File: src/rtl/sci_pkg.sv
package sci_pkg;
  localparam int unsigned DW   = 9;   // widest data field
  localparam int unsigned MAXF = 11;  // longest frame in bits

  typedef enum logic [1:0] {RX_IDLE, RX_START, RX_DATA} rx_state_t;

  // bits in a frame for the selected length
  function automatic logic [3:0] frame_len(input logic f11);
    return f11 ? 4'd11 : 4'd10;
  endfunction

  // data bits: frame minus start, stop and optional parity
  function automatic logic [3:0] data_len(input logic f11, input logic pen);
    return frame_len(f11) - 4'd2 - {3'b000, pen};
  endfunction

  function automatic logic [DW-1:0] data_mask(input logic [3:0] n);
    logic [DW-1:0] m;
    for (int i = 0; i < DW; i++) m[i] = (4'(i) < n);
    return m;
  endfunction

  // parity bit that a correct frame carries
  function automatic logic par_calc(input logic [DW-1:0] d, input logic [3:0] n,
                                    input logic odd);
    return (^(d & data_mask(n))) ^ odd;
  endfunction
endpackage

File: src/rtl/sci_tx.sv
module sci_tx
  import sci_pkg::*;
#(
  parameter int OSR = 16
) (
  input  logic          clk,
  input  logic          rst_n,
  input  logic          tick,
  input  logic          en,
  input  logic          f11,
  input  logic          pen,
  input  logic          odd,
  input  logic [DW-1:0] data,
  input  logic          load,
  output logic          busy,
  output logic          line
);
  localparam int CW = $clog2(OSR);

  logic [MAXF-1:0] shreg, frame;
  logic [CW-1:0]   cnt;
  logic [3:0]      bitn, nd, flen;
  logic            act;

  assign nd   = data_len(f11, pen);
  assign flen = frame_len(f11);

  always_comb begin
    frame    = '1;
    frame[0] = 1'b0;
    for (int i = 0; i < DW; i++)
      if (4'(i) < nd) frame[i+1] = data[i];
    if (pen) frame[nd + 4'd1] = par_calc(data, nd, odd);
  end

  always_ff @(posedge clk or negedge rst_n) begin
    if (!rst_n) begin
      act   <= 1'b0;
      shreg <= '1;
      cnt   <= '0;
      bitn  <= '0;
    end else if (!act) begin
      if (load && en) begin
        act   <= 1'b1;
        shreg <= frame;
        cnt   <= '0;
        bitn  <= '0;
      end
    end else if (tick) begin
      if (cnt == CW'(OSR - 1)) begin
        cnt   <= '0;
        shreg <= {1'b1, shreg[MAXF-1:1]};
        if (bitn == flen - 4'd1) act <= 1'b0;
        else                     bitn <= bitn + 4'd1;
      end else begin
        cnt <= cnt + 1'b1;
      end
    end
  end

  assign busy = act;
  assign line = act ? shreg[0] : 1'b1;
endmodule

File: src/rtl/sci_rx.sv
module sci_rx
  import sci_pkg::*;
#(
  parameter int OSR = 16
) (
  input  logic          clk,
  input  logic          rst_n,
  input  logic          tick,
  input  logic          en,
  input  logic          f11,
  input  logic          pen,
  input  logic          odd,
  input  logic          line,
  output logic [DW-1:0] data,
  output logic          vld,
  output logic          perr,
  output logic          ferr,
  output logic          stop_seen
);
  localparam int CW = $clog2(OSR);

  rx_state_t     st;
  logic [CW-1:0] cnt;
  logic [3:0]    idx, nd, flen;
  logic [DW:0]   rbuf;

  assign nd   = data_len(f11, pen);
  assign flen = frame_len(f11);

  always_ff @(posedge clk or negedge rst_n) begin
    if (!rst_n) begin
      st        <= RX_IDLE;
      cnt       <= '0;
      idx       <= '0;
      rbuf      <= '0;
      data      <= '0;
      vld       <= 1'b0;
      perr      <= 1'b0;
      ferr      <= 1'b0;
      stop_seen <= 1'b0;
    end else begin
      vld       <= 1'b0;
      stop_seen <= 1'b0;
      if (!en) begin
        st <= RX_IDLE;
      end else if (tick) begin
        case (st)
          RX_IDLE: if (!line) begin
            st  <= RX_START;
            cnt <= '0;
          end
          RX_START: if (cnt == CW'(OSR/2 - 1)) begin
            cnt <= '0;
            idx <= 4'd1;
            st  <= line ? RX_IDLE : RX_DATA;   // false start is dropped
          end else begin
            cnt <= cnt + 1'b1;
          end
          RX_DATA: if (cnt == CW'(OSR - 1)) begin
            cnt <= '0;
            if (idx == flen - 4'd1) begin
              st        <= RX_IDLE;
              vld       <= 1'b1;
              stop_seen <= 1'b1;
              data      <= rbuf[DW-1:0] & data_mask(nd);
              perr      <= pen & (par_calc(rbuf[DW-1:0], nd, odd) ^ rbuf[nd]);
              ferr      <= ~line;
            end else begin
              rbuf[idx - 4'd1] <= line;
              idx              <= idx + 4'd1;
            end
          end else begin
            cnt <= cnt + 1'b1;
          end
          default: st <= RX_IDLE;
        endcase
      end
    end
  end
endmodule

File: src/rtl/sci_idle.sv
module sci_idle
  import sci_pkg::*;
#(
  parameter int OSR = 16
) (
  input  logic clk,
  input  logic rst_n,
  input  logic tick,
  input  logic en,
  input  logic long_mode,
  input  logic f11,
  input  logic line,
  input  logic stop_seen,
  output logic det
);
  localparam int IW = $clog2(MAXF * OSR + 1);

  logic [IW-1:0] cnt, thr;
  logic          armed, fired;

  assign thr = IW'(frame_len(f11)) * IW'(OSR);

  always_ff @(posedge clk or negedge rst_n) begin
    if (!rst_n) begin
      cnt   <= '0;
      armed <= 1'b1;
      fired <= 1'b0;
      det   <= 1'b0;
    end else begin
      det <= 1'b0;
      if (!en) begin
        cnt   <= '0;
        armed <= 1'b1;
        fired <= 1'b0;
      end else begin
        if (stop_seen) armed <= 1'b1;
        if (tick) begin
          if (!line) begin
            cnt   <= '0;
            fired <= 1'b0;
            armed <= 1'b0;
          end else if (!fired && (armed || !long_mode)) begin
            if (cnt == thr - 1'b1) begin
              det   <= 1'b1;
              fired <= 1'b1;
              cnt   <= '0;
            end else begin
              cnt <= cnt + 1'b1;
            end
          end
        end
      end
    end
  end
endmodule

File: src/rtl/sci_xcvr.sv
module sci_xcvr
  import sci_pkg::*;
#(
  parameter int OSR = 16
) (
  input  logic          clk,
  input  logic          rst_n,
  input  logic          baud_tick,
  input  logic          ctl_frame11,
  input  logic          ctl_par_en,
  input  logic          ctl_par_odd,
  input  logic          ctl_idle_long,
  input  logic          ctl_loop,
  input  logic          ctl_open_drain,
  input  logic          ctl_tx_en,
  input  logic          ctl_rx_en,
  input  logic [DW-1:0] tx_data,
  input  logic          tx_load,
  output logic          tx_busy,
  output logic          txd,
  output logic          txd_oe,
  input  logic          rxd,
  output logic [DW-1:0] rx_data,
  output logic          rx_valid,
  output logic          rx_par_err,
  output logic          rx_frm_err,
  output logic          idle_det
);
  // named internal events
  logic tx_line, rx_line, loop_act, stop_seen;

  assign loop_act = ctl_loop & ctl_tx_en & ctl_rx_en;
  assign rx_line  = loop_act ? tx_line : rxd;
  assign txd      = loop_act ? 1'b1 : tx_line;
  assign txd_oe   = ctl_open_drain ? ~txd : 1'b1;

  sci_tx #(.OSR(OSR)) u_tx (
    .clk(clk), .rst_n(rst_n), .tick(baud_tick), .en(ctl_tx_en),
    .f11(ctl_frame11), .pen(ctl_par_en), .odd(ctl_par_odd),
    .data(tx_data), .load(tx_load), .busy(tx_busy), .line(tx_line)
  );

  sci_rx #(.OSR(OSR)) u_rx (
    .clk(clk), .rst_n(rst_n), .tick(baud_tick), .en(ctl_rx_en),
    .f11(ctl_frame11), .pen(ctl_par_en), .odd(ctl_par_odd), .line(rx_line),
    .data(rx_data), .vld(rx_valid), .perr(rx_par_err), .ferr(rx_frm_err),
    .stop_seen(stop_seen)
  );

  sci_idle #(.OSR(OSR)) u_idle (
    .clk(clk), .rst_n(rst_n), .tick(baud_tick), .en(ctl_rx_en),
    .long_mode(ctl_idle_long), .f11(ctl_frame11), .line(rx_line),
    .stop_seen(stop_seen), .det(idle_det)
  );
endmodule

File: config.mk
export PLATFORM = sky130hd
export DESIGN_NAME = sci_xcvr
export DESIGN_NICKNAME = d
export VERILOG_FILES = /design/src/rtl/sci_pkg.sv /design/src/rtl/sci_tx.sv /design/src/rtl/sci_rx.sv /design/src/rtl/sci_idle.sv /design/src/rtl/sci_xcvr.sv
export SDC_FILE = /design/constraint.sdc
export NUM_CORES = 1
export LEC_CHECK = 0
export BUFFER_PORTS_ARGS = -buffer_cell sky130_fd_sc_hd__buf_2
export CAP_MARGIN = 20
export CORE_MARGIN = 4
export CORE_UTILIZATION = 65
export CTS_BUF_LIST = sky130_fd_sc_hd__clkbuf_8
export DETAILED_ROUTE_END_ITERATION = 8
export GPL_TIMING_DRIVEN = 0
export PLACE_DENSITY = 0.84
export SYNTH_ARGS = -nofsm -noshare
export SYNTH_HDL_FRONTEND = slang
export SYNTH_SLANG_ARGS = --single-unit
File: constraint.sdc
create_clock -name clk -period 2.9 [get_ports clk]
set_input_delay 0.435 -clock clk [delete_from_list [all_inputs] [get_ports clk]]
set_output_delay 0.435 -clock clk [all_outputs]
set_load 0.02 [all_outputs]
==> results of run 1 <==
[worst paths after layout]
path,start,to,slack (ps),depth (start not counted)
worst max-delay path,u_rx.idx[0],u_rx.rbuf[0],760,5
worst min-delay path,rst_n,u_idle.cnt[5],190,1
worst max register to register,u_rx.idx[0],u_rx.rbuf[0],760,5
worst min register to register,u_rx.data[3],u_rx.data[3],470,2
max in group asynchronous,rst_n,u_rx.rbuf[2],2090,2
min in group clk,tx_data[5],u_tx.shreg[6],410,3
[power groups by stage]
stage | Clock [W] | Combinational (W) | Sequential [W]
after floorplan | 0 | 0.000317 | 0.00114
final | 0.000740 | 0.000427 | 0.00116
after global placement | 0 | 0.000402 | 0.00116
after detailed placement | 0 | 0.000428 | 0.00117
after global routing | 0.000797 | 0.000480 | 0.00118
after CTS | 0.000754 | 0.000430 | 0.00116
[sequential cells by signal, indices dropped and copies added (netlist names), 4 cells and up]
signal	flops
u_tx.bitn	4
u_rx.idx	4
u_tx.cnt	4
u_rx.rbuf	10
u_rx.cnt	4
u_idle.cnt	8
u_rx.data	9
u_tx.shreg	11
[placed cells by master (no fill, tap or decap), types with 12 or more instances in the layout]
cell	n
buf_2	40
inv_1	18
dfrtp_1	51
ha_1	17
nand3_1	25
dfstp_2	12
nor2_1	25
a21oi_1	18
nand2_1	59
mux2i_1	12
[critical path, delay by kind of cell (launching register included)]
kind	cells	cell delay, ps
AND/OR/NAND/NOR	3	950
flip-flops	1	510
multiplexers	1	340
AO/OA/AOI/OAI	1	220
[kinds of logic (layout without fill, tap and decap cells)]
| kind of cell | Yosys count | in the layout | share of synthesized area [%] |
|---|---|---|---|
| AND/OR/NAND/NOR | 153 | 153 | 20.7 |
| multiplexers | 24 | 24 | 7.22 |
| XOR/XNOR | 24 | 24 | 6.81 |
| flip-flops | 63 | 63 | 43.1 |
| buffers and inverters | 27 | 81 | 2.95 |
| adder cells (fa/ha/maj) | 17 | 17 | 5.76 |
| AO/OA/AOI/OAI | 72 | 72 | 13.5 |
[layer usage]
metal / wire [um] / vias up / GRT usage (%)
met3: 409 / 8 / 5.16
met1: 3420 / 1406 / 30.3
met5: 0 / - / 0
met2: 3630 / 82 / 37.0
li1: - / 1441 / -
met4: 58 / 0 / 6.69
[final cells by class]
type / instances / area (sq um) / share of cell area, %
multi-input combinational: 290 / 1990 / 47.7
sequential: 63 / 1590 / 38.1
timing repair buffer: 38 / 205 / 4.91
clock buffer: 10 / 138 / 3.29
tap: 72 / 90.1 / 2.16
inverter: 17 / 63.8 / 1.53
clock inverter: 6 / 52.6 / 1.26
buffer: 10 / 45.0 / 1.08
[metrics by stage]
stage / power, W / setup slack [ps] / instance area [sq um]
floorplan: 0.00146 / 1000 / 3690
global placement: 0.00156 / 635 / 3970
detailed placement: 0.00159 / 598 / 3990
CTS: 0.00234 / 746 / 4180
global route: 0.00245 / 610 / 4180
finish: 0.00232 / 756 / 4180
==> flow_summary.json, run 1 <==
{
  "netlist_instances": 380,
  "slew_headroom_pct": 45.6,
  "synth_flop_cell": "dfrtp_1",
  "combPwrFrac_pct": 18.4,
  "hold_viol": 0,
  "slew_viol_final": 0,
  "grt_max_degree": 37,
  "synth_top_cell_by_area": "dfrtp_1",
  "dp_cells": 490,
  "fin_tns_setup_ps": 0,
  "fp.dieH_um": 83.4,
  "fp.dieW_um": 83.4,
  "slowest_stage": "nor4_4",
  "crit_path_cell_trace": "and3b_1, o21a_4, nor4_4, nand3_1, mux2_1",
  "synthTopCellsByCount": "nand2_1 (59), dfrtp_1 (51), nand3_1 (25), nor2_1 (25), a21oi_1 (18)",
  "p_switching_w": 0.000663,
  "area_growth_pct": 13.1,
  "antenna_found_initial": 0,
  "drive_gt1_share_pct": 18.4,
  "port-buffer-count": 37,
  "rows": 27,
  "cap_viol_max_count": 0,
  "nFillCells": 392,
  "cts_tree": "yes",
  "rsz0062_at_grt": "false",
  "clock.fmax_mhz": 466,
  "synth_edf_count": 0,
  "layout.cells.non_filler": 506,
  "wire_per_inst_um": 14.9,
  "diodes": 0,
  "power.leakage_nw": 1.99,
  "cts_sinks": 63,
  "clk_latency_ps": 330,
  "vdd_drop_max_mv": 0.469,
  "holdCritPathClass": "input port to async pin",
  "grt_usage_pct": 22.7,
  "fin_hold_ws_ps": 194,
  "seqPwrFrac_pct": 49.8,
  "post_synth_num_cell_types": 64,
  "path_max_fanout": 10,
  "clock_skew_ps": 4.41,
  "swShare_pct": 28.5,
  "async_flop_share_pct": 100,
  "place.gp.congestion": 0.858,
  "core_area_sq_um": 5510,
  "pin_count": 38,
  "max_stage_delay_ps": 530,
  "start_util_pct": 67.1,
  "grt-ovfl-total": 0,
  "dp_hpwl_um": 5410,
  "tightest_slew_ps": 816,
  "root_buffer": "clkbuf_8",
  "cp.arrival_ps": 2360,
  "clock_path_buffers": 2,
  "powerDensity_nw_per_um2": 556,
  "routed_wl_um": 7520,
  "num_vias": 2937,
  "yosysSeqAreaShare_pct": 43.1,
  "drc": 0,
  "nets": 468,
  "grt_pass1_vias": 2881,
  "p_clk_share_pct": 31.8,
  "post_cts_buffers": 0,
  "firstDrtPassIters": 4,
  "synth.most_common_cell": "nand2_1",
  "drt_iter0_markers": 197,
  "fin_util_pct": 75.9,
  "syn_avg_cell_area_sq_um": 9.72,
  "cp.required_ps": 3120,
  "grt_pass1_wl_um": 13100,
  "endpoint_kind": "register",
  "fin_crit_ps": 2140,
  "cts_max_level": 3,
  "cp-start-kind": "register",
  "finalCritPeriodShare_pct": 73.9,
  "p_int_w": 0.00166,
  "ant_nets": 0,
  "yosysWarnings": 0,
  "cts-buffers-inserted": 9,
  "synth_area_sq_um": 3690,
  "criticalPathCategory": "register to register",
  "synth_fp_nets": 419,
  "postCtsResizedCells": 0,
  "netlist_top_cells_area": "dfrtp_1 (35%), dfstp_2 (8.5%), nand2_1 (6.0%), ha_1 (5.8%), nand3_1 (3.4%)",
  "status": "finished clean",
  "cts_hold_buffers": 0,
  "die_area_sq_um": 6950,
  "clk_pin_slew_ps": 70,
  "timing.final.setup_violations": 0,
  "netlist.area_leader.share_pct": 34.6,
  "vias_per_cell": 5.80,
  "ys_ff_latch": 63
}
(Power assumes the default switching activity.)
==> inputs of run 2 (changes only) <==
--- a/config.mk
+++ b/config.mk
@@ -8,11 +8,11 @@
 export BUFFER_PORTS_ARGS = -buffer_cell sky130_fd_sc_hd__buf_2
 export CAP_MARGIN = 20
 export CORE_MARGIN = 4
-export CORE_UTILIZATION = 65
+export CORE_UTILIZATION = 61
 export CTS_BUF_LIST = sky130_fd_sc_hd__clkbuf_8
 export DETAILED_ROUTE_END_ITERATION = 8
 export GPL_TIMING_DRIVEN = 0
-export PLACE_DENSITY = 0.84
+export PLACE_DENSITY = 0.79
 export SYNTH_ARGS = -nofsm -noshare
 export SYNTH_HDL_FRONTEND = slang
 export SYNTH_SLANG_ARGS = --single-unit
==> constraint.sdc (replaced) <==
create_clock -name clk -period 2 [get_ports clk]
set_input_delay 0.3 -clock clk [delete_from_list [all_inputs] [get_ports clk]]
set_output_delay 0.3 -clock clk [all_outputs]
set_load 0.02 [all_outputs]
==> flow_summary.json, run 2 (synthesis gave the netlist of run 1 again) <==
{
  "diodes": 0,
  "dp_cells": 493,
  "final_common_cell": "nand2_1",
  "area_growth_pct": 16.6,
  "die_area_sq_um": 7360,
  "cts_sinks": 63,
  "fin_crit_ps": 1950,
  "layout_common_cells": "nand2_1 (58), dfrtp_1 (49), buf_2 (41), nand3_1 (25), nor2_1 (25)",
  "r2r_start": "u_tx.busy",
  "cp.required_ps": 2240,
  "clock_skew_ps": 9.33,
  "wire_per_inst_um": 15.5,
  "timing.final.setup_violations": 0,
  "power_w": 0.00348,
  "rows": 28,
  "antenna_found_initial": 0,
  "vdd_drop_max_mv": 0.798,
  "worstHoldStart": "tx_data[2]",
  "finalCritPeriodShare_pct": 97.4,
  "place.gp.congestion": 0.844,
  "endpoint_kind": "register",
  "cap_viol_max_count": 0,
  "path_max_fanout": 8,
  "drive_gt1_share_pct": 21.8,
  "power.leakage_nw": 2.04,
  "grt-ovfl-total": 0,
  "ant_nets": 0,
  "status": "finished clean",
  "fp.dieW_um": 85.8,
  "crit_family": "compound AO/OA/AOI/OAI gates",
  "drt_iter0_markers": 122,
  "reg2reg_depth": 6,
  "drc": 0,
  "rrSetupSlack_ps": 50,
  "grt_pass1_wl_um": 12900,
  "clock.fmax_mhz": 514,
  "slew_headroom_pct": 57.5,
  "num_vias": 2984,
  "final_cell_area_sq_um": 4310,
  "port-buffer-count": 37,
  "cts_max_level": 3,
  "grt_usage_pct": 22.5,
  "slowest_stage": "a221oi_1",
  "core_area_sq_um": 5890,
  "regToRegEndpoint": "u_rx.st[0]",
  "top_regs": "u_tx.shreg: 11 flops, u_rx.rbuf: 10 flops, u_rx.data: 9 flops",
  "postPlaceCellArea_sq_um": 3990,
  "largest_register_ffs": 11,
  "pin_count": 38,
  "root_buffer": "clkbuf_8",
  "holdPathEnd": "u_tx.shreg[3]",
  "grt_pass1_vias": 2867,
  "slew_viol_final": 0,
  "firstDrtPassIters": 4,
  "nets": 474,
  "crit_path_cell_trace": "buf_2, nand2b_1, o21a_2, a221oi_1, mux2i_1, nor2b_1",
  "grt_max_degree": 42,
  "tightest_slew_ps": 638,
  "hold-path-cell-count": 3,
  "start_util_pct": 62.8,
  "layout.cells.non_filler": 515,
  "largest-register": "u_tx.shreg",
  "fp.dieH_um": 85.8,
  "crit_buf_inv": 1,
  "vias_per_cell": 5.79,
  "cts-buffers-inserted": 9,
  "nFillCells": 449,
  "max_stage_delay_ps": 570,
  "routed_wl_um": 8000,
  "criticalPathCategory": "register to register",
  "dp_hpwl_um": 5680,
  "cp.arrival_ps": 2190,
  "clk_pin_slew_ps": 70,
  "cts_tree": "yes",
  "powerDensity_nw_per_um2": 807,
  "hold_viol": 0,
  "clk_latency_ps": 350,
  "clock_path_buffers": 2,
  "cp-start-kind": "register",
  "holdCritPathClass": "input port to register"
}
## run 2: area by class of cell
cell class,instances,area [sq um],share of cell area (%)
Clock buffer,12,165,3.84
Clock inverter,4,43.8,1.02
Tap cell,75,93.8,2.18
Buffer,10,47.5,1.10
Multi-Input combinational cell,290,2040,47.4
Inverter,17,67.6,1.57
Timing Repair Buffer,44,253,5.87
Sequential cell,63,1590,37.0
## run 2: stage by stage
step	hold slack [ps]	TNS [ps]	util, %	worst slack, ps
after floorplan	4.41	0	-	138
after global placement	452	-1180	67.5	-127
after detailed placement	315	-2530	67.8	-167
after CTS	243	0	72.0	2.20
after global routing	251	-8.77	73.2	-7.89
final	255	0	73.2	53.0
## run 2: routing by layer
| metal | vias to the layer above | GRT usage (%) | wire length, um |
|---|---|---|---|
| li1 | 1449 | - | - |
| met1 | 1447 | 28.6 | 3640 |
| met5 | - | 0 | 0 |
| met3 | 13 | 5.48 | 416 |
| met4 | 0 | 9.64 | 131 |
| met2 | 75 | 36.7 | 3810 |
## run 2: where the power goes
part | internal (W) | switching (W) | leakage (nW)
sequential | 0.00153 | 0.000144 | 0.808
combinational | 0.000286 | 0.000346 | 1.12
clock | 0.000669 | 0.000498 | 0.114
total | 0.00249 | 0.000988 | 2.04
## run 2: repair_timing
action / in CTS / in global routing
resized for setup: 5 / 10
hold buffers: 1 / 0
pin swaps: 1 / 3
setup endpoints to repair: 22 / 26
hold endpoints to repair: 22 / 0
buffers inserted: 1 / 4
## run 2: how the worst max path moves through the flow
| stage | from | end | slack, ps | cells after the start |
|---|---|---|---|---|
| 3_3_place_gp | ctl_frame11 | u_tx.shreg[8] | -130 | 7 |
| 3_5_place_dp | ctl_frame11 | u_tx.shreg[8] | -170 | 7 |
| 6_report | u_tx.busy | u_rx.st[0] | 50 | 6 |
| 5_1_grt | u_rx.cnt[0] | u_rx.data[6] | -8 | 7 |
| 4_1_cts | u_rx.idx[0] | u_rx.rbuf[5] | 2 | 6 |
| 2_1_floorplan | u_rx.idx[0] | u_rx.rbuf[0] | 140 | 5 |
## run 2: worst register-to-register path: cells and delay by family (launching register included)
family	cells	cell delay (ps)
AO/OA/AOI/OAI	2	870
flip-flops	1	330
multiplexers	1	250
AND/OR/NAND/NOR	2	210
buffers and inverters	1	190
==> inputs of run 3 (changes only) <==
--- a/config.mk
+++ b/config.mk
@@ -8,11 +8,12 @@
 export BUFFER_PORTS_ARGS = -buffer_cell sky130_fd_sc_hd__buf_2
 export CAP_MARGIN = 20
 export CORE_MARGIN = 4
-export CORE_UTILIZATION = 61
-export CTS_BUF_LIST = sky130_fd_sc_hd__clkbuf_8
+export CORE_UTILIZATION = 59
+export CTS_BUF_LIST = sky130_fd_sc_hd__clkbuf_16
 export DETAILED_ROUTE_END_ITERATION = 8
 export GPL_TIMING_DRIVEN = 0
-export PLACE_DENSITY = 0.79
+export PLACE_DENSITY = 0.77
+export RECOVER_POWER = 25
 export SYNTH_ARGS = -nofsm -noshare
 export SYNTH_HDL_FRONTEND = slang
 export SYNTH_SLANG_ARGS = --single-unit
==> flow_summary.json, run 3 (synthesis gave the netlist of run 1 again) <==
{
  "area_growth_pct": 19.1,
  "grt_pass1_wl_um": 13200,
  "wire_per_inst_um": 15.0,
  "path_max_fanout": 10,
  "die_area_sq_um": 7590,
  "slew_viol_final": 0,
  "routed_wl_um": 7740,
  "cp.required_ps": 2200,
  "clock.fmax_mhz": 522,
  "finalCritPeriodShare_pct": 95.7,
  "largest-register": "u_tx.shreg",
  "p_int_w": 0.00290,
  "timing.final.setup_violations": 0,
  "worstHoldStart": "tx_data[1]",
  "clock_path_buffers": 2,
  "grt-ovfl-total": 0,
  "hold-path-cell-count": 3,
  "cts-buffers-inserted": 9,
  "port-buffer-count": 37,
  "drive_gt1_share_pct": 18.5,
  "power.leakage_nw": 2.03,
  "multi_input_area_sq_um": 2060,
  "regToRegEndpoint": "u_rx.idx[0]",
  "fin_util_pct": 73.4,
  "reg2reg_depth": 5,
  "rrSetupSlack_ps": 90,
  "cts_max_level": 3,
  "regArea_sq_um": 1590,
  "criticalPathCategory": "register to register",
  "cp.arrival_ps": 2110,
  "pin_count": 38,
  "drc": 0,
  "swShare_pct": 26.1,
  "rows": 28,
  "nFillCells": 456,
  "diodes": 0,
  "drt_iter0_markers": 102,
  "clk_pin_slew_ps": 50,
  "vdd_drop_max_mv": 0.858,
  "cts_sinks": 63,
  "grt_max_degree": 42,
  "grt_usage_pct": 22.3,
  "nets": 473,
  "dp_hpwl_um": 5350,
  "holdCritPathClass": "input port to register",
  "fin_hold_ws_ps": 280,
  "hold_viol": 0,
  "cts_tree": "yes",
  "r2r_start": "u_rx.idx[0]",
  "p_clk_share_pct": 40.9,
  "ant_nets": 0,
  "p_switching_w": 0.00102,
  "core_area_sq_um": 5990,
  "combPwrFrac_pct": 16.1,
  "status": "finished clean",
  "rsz0062_at_grt": "false",
  "layout_common_cells": "nand2_1 (58), dfrtp_1 (49), buf_2 (27), nand3_1 (25), nor2_1 (25)",
  "seqPwrFrac_pct": 43.0,
  "root_buffer": "clkbuf_16",
  "endpoint_kind": "register",
  "clk_latency_ps": 330,
  "antenna_found_initial": 0,
  "place.gp.congestion": 0.851,
  "vias_per_cell": 5.63,
  "top_regs": "u_tx.shreg: 11 flops, u_rx.rbuf: 10 flops, u_rx.data: 9 flops",
  "holdPathEnd": "u_tx.shreg[2]",
  "largest_register_ffs": 11,
  "cap_viol_max_count": 0,
  "final_common_cell": "nand2_1",
  "final_cell_area_sq_um": 4400,
  "num_vias": 2894,
  "slew_headroom_pct": 14.2,
  "fin_crit_ps": 1910,
  "grt_pass1_vias": 2942,
  "postPlaceCellArea_sq_um": 3990,
  "clock_skew_ps": 7.65,
  "powerDensity_nw_per_um2": 891,
  "firstDrtPassIters": 4,
  "start_util_pct": 61.7,
  "fp.dieW_um": 87.1,
  "tightest_slew_ps": 1290,
  "cp-start-kind": "register",
  "fp.dieH_um": 87.1
}
-- run 3: worst max path at each step --
| stage | start | endpoint | slack, ps | depth (start not counted) |
|---|---|---|---|---|
| 2_1_floorplan | u_rx.idx[0] | u_rx.rbuf[0] | 140 | 5 |
| 3_3_place_gp | ctl_frame11 | u_tx.shreg[8] | -150 | 7 |
| 4_1_cts | u_tx.busy | u_tx.shreg[6] | 10 | 6 |
| 6_report | u_rx.idx[0] | u_rx.idx[0] | 90 | 5 |
| 3_5_place_dp | ctl_frame11 | u_tx.shreg[8] | -190 | 7 |
| 5_1_grt | u_rx.idx[0] | u_rx.idx[0] | 10 | 5 |
-- run 3: worst max-delay path: stages, from the launching register on --
cell	delay, ps
dfrtp_2	460
nor3b_2	190
o21a_4	230
o31a_1	330
nor3_4	210
mux2_1	360
-- run 3: area by class of cell --
cell class              instances  share of cell area, %
plain buffers                  10                   1.11
clock buffers                   9                   5.12
clock inverters                 7                   1.85
inverters                      17                   1.54
multi-input cells             290                   46.7
flip-flops and latches         63                   36.2
well taps                      75                   2.13
repair buffers                 43                   5.26
-- run 3: routing by layer --
layer  track usage [%]  vias to the layer above  wire length [um]
met4              10.0                        0               149
met2              37.1                       45              3770
met3              3.78                       12               237
met1              28.5                     1384              3580
li1                  -                     1453                 -
met5                 0                        -                 0
-- run 3: repair_timing --
| action | in CTS | in global routing |
|---|---|---|
| setup endpoints to repair | 14 | 30 |
| endpoints found under the hold margin | 21 | 0 |
| gates resized for setup | 5 | 15 |
| setup buffers | 1 | 3 |
| pin swaps | 1 | 3 |
| hold buffers | 1 | 0 |
-- run 3: power groups by stage --
stage	Clock (W)	Combinational (W)	Sequential (W)
global placement	0	0.000583	0.00169
floorplan	0	0.000460	0.00166
finish	0.00160	0.000632	0.00168
global route	0.00169	0.000720	0.00171
detailed placement	0	0.000614	0.00170
CTS	0.00164	0.000621	0.00168
-- run 3: per-stage QoR --
stage | instances | setup TNS [ps] | setup slack (ps) | power [W]
floorplan | 380 | 0 | 138 | 0.00212
global placement | 492 | -1060 | -146 | 0.00227
detailed placement | 493 | -1620 | -188 | 0.00231
CTS | 511 | 0 | 11.4 | 0.00394
global route | 514 | 0 | 10.3 | 0.00412
finish | 514 | 0 | 85.5 | 0.00392
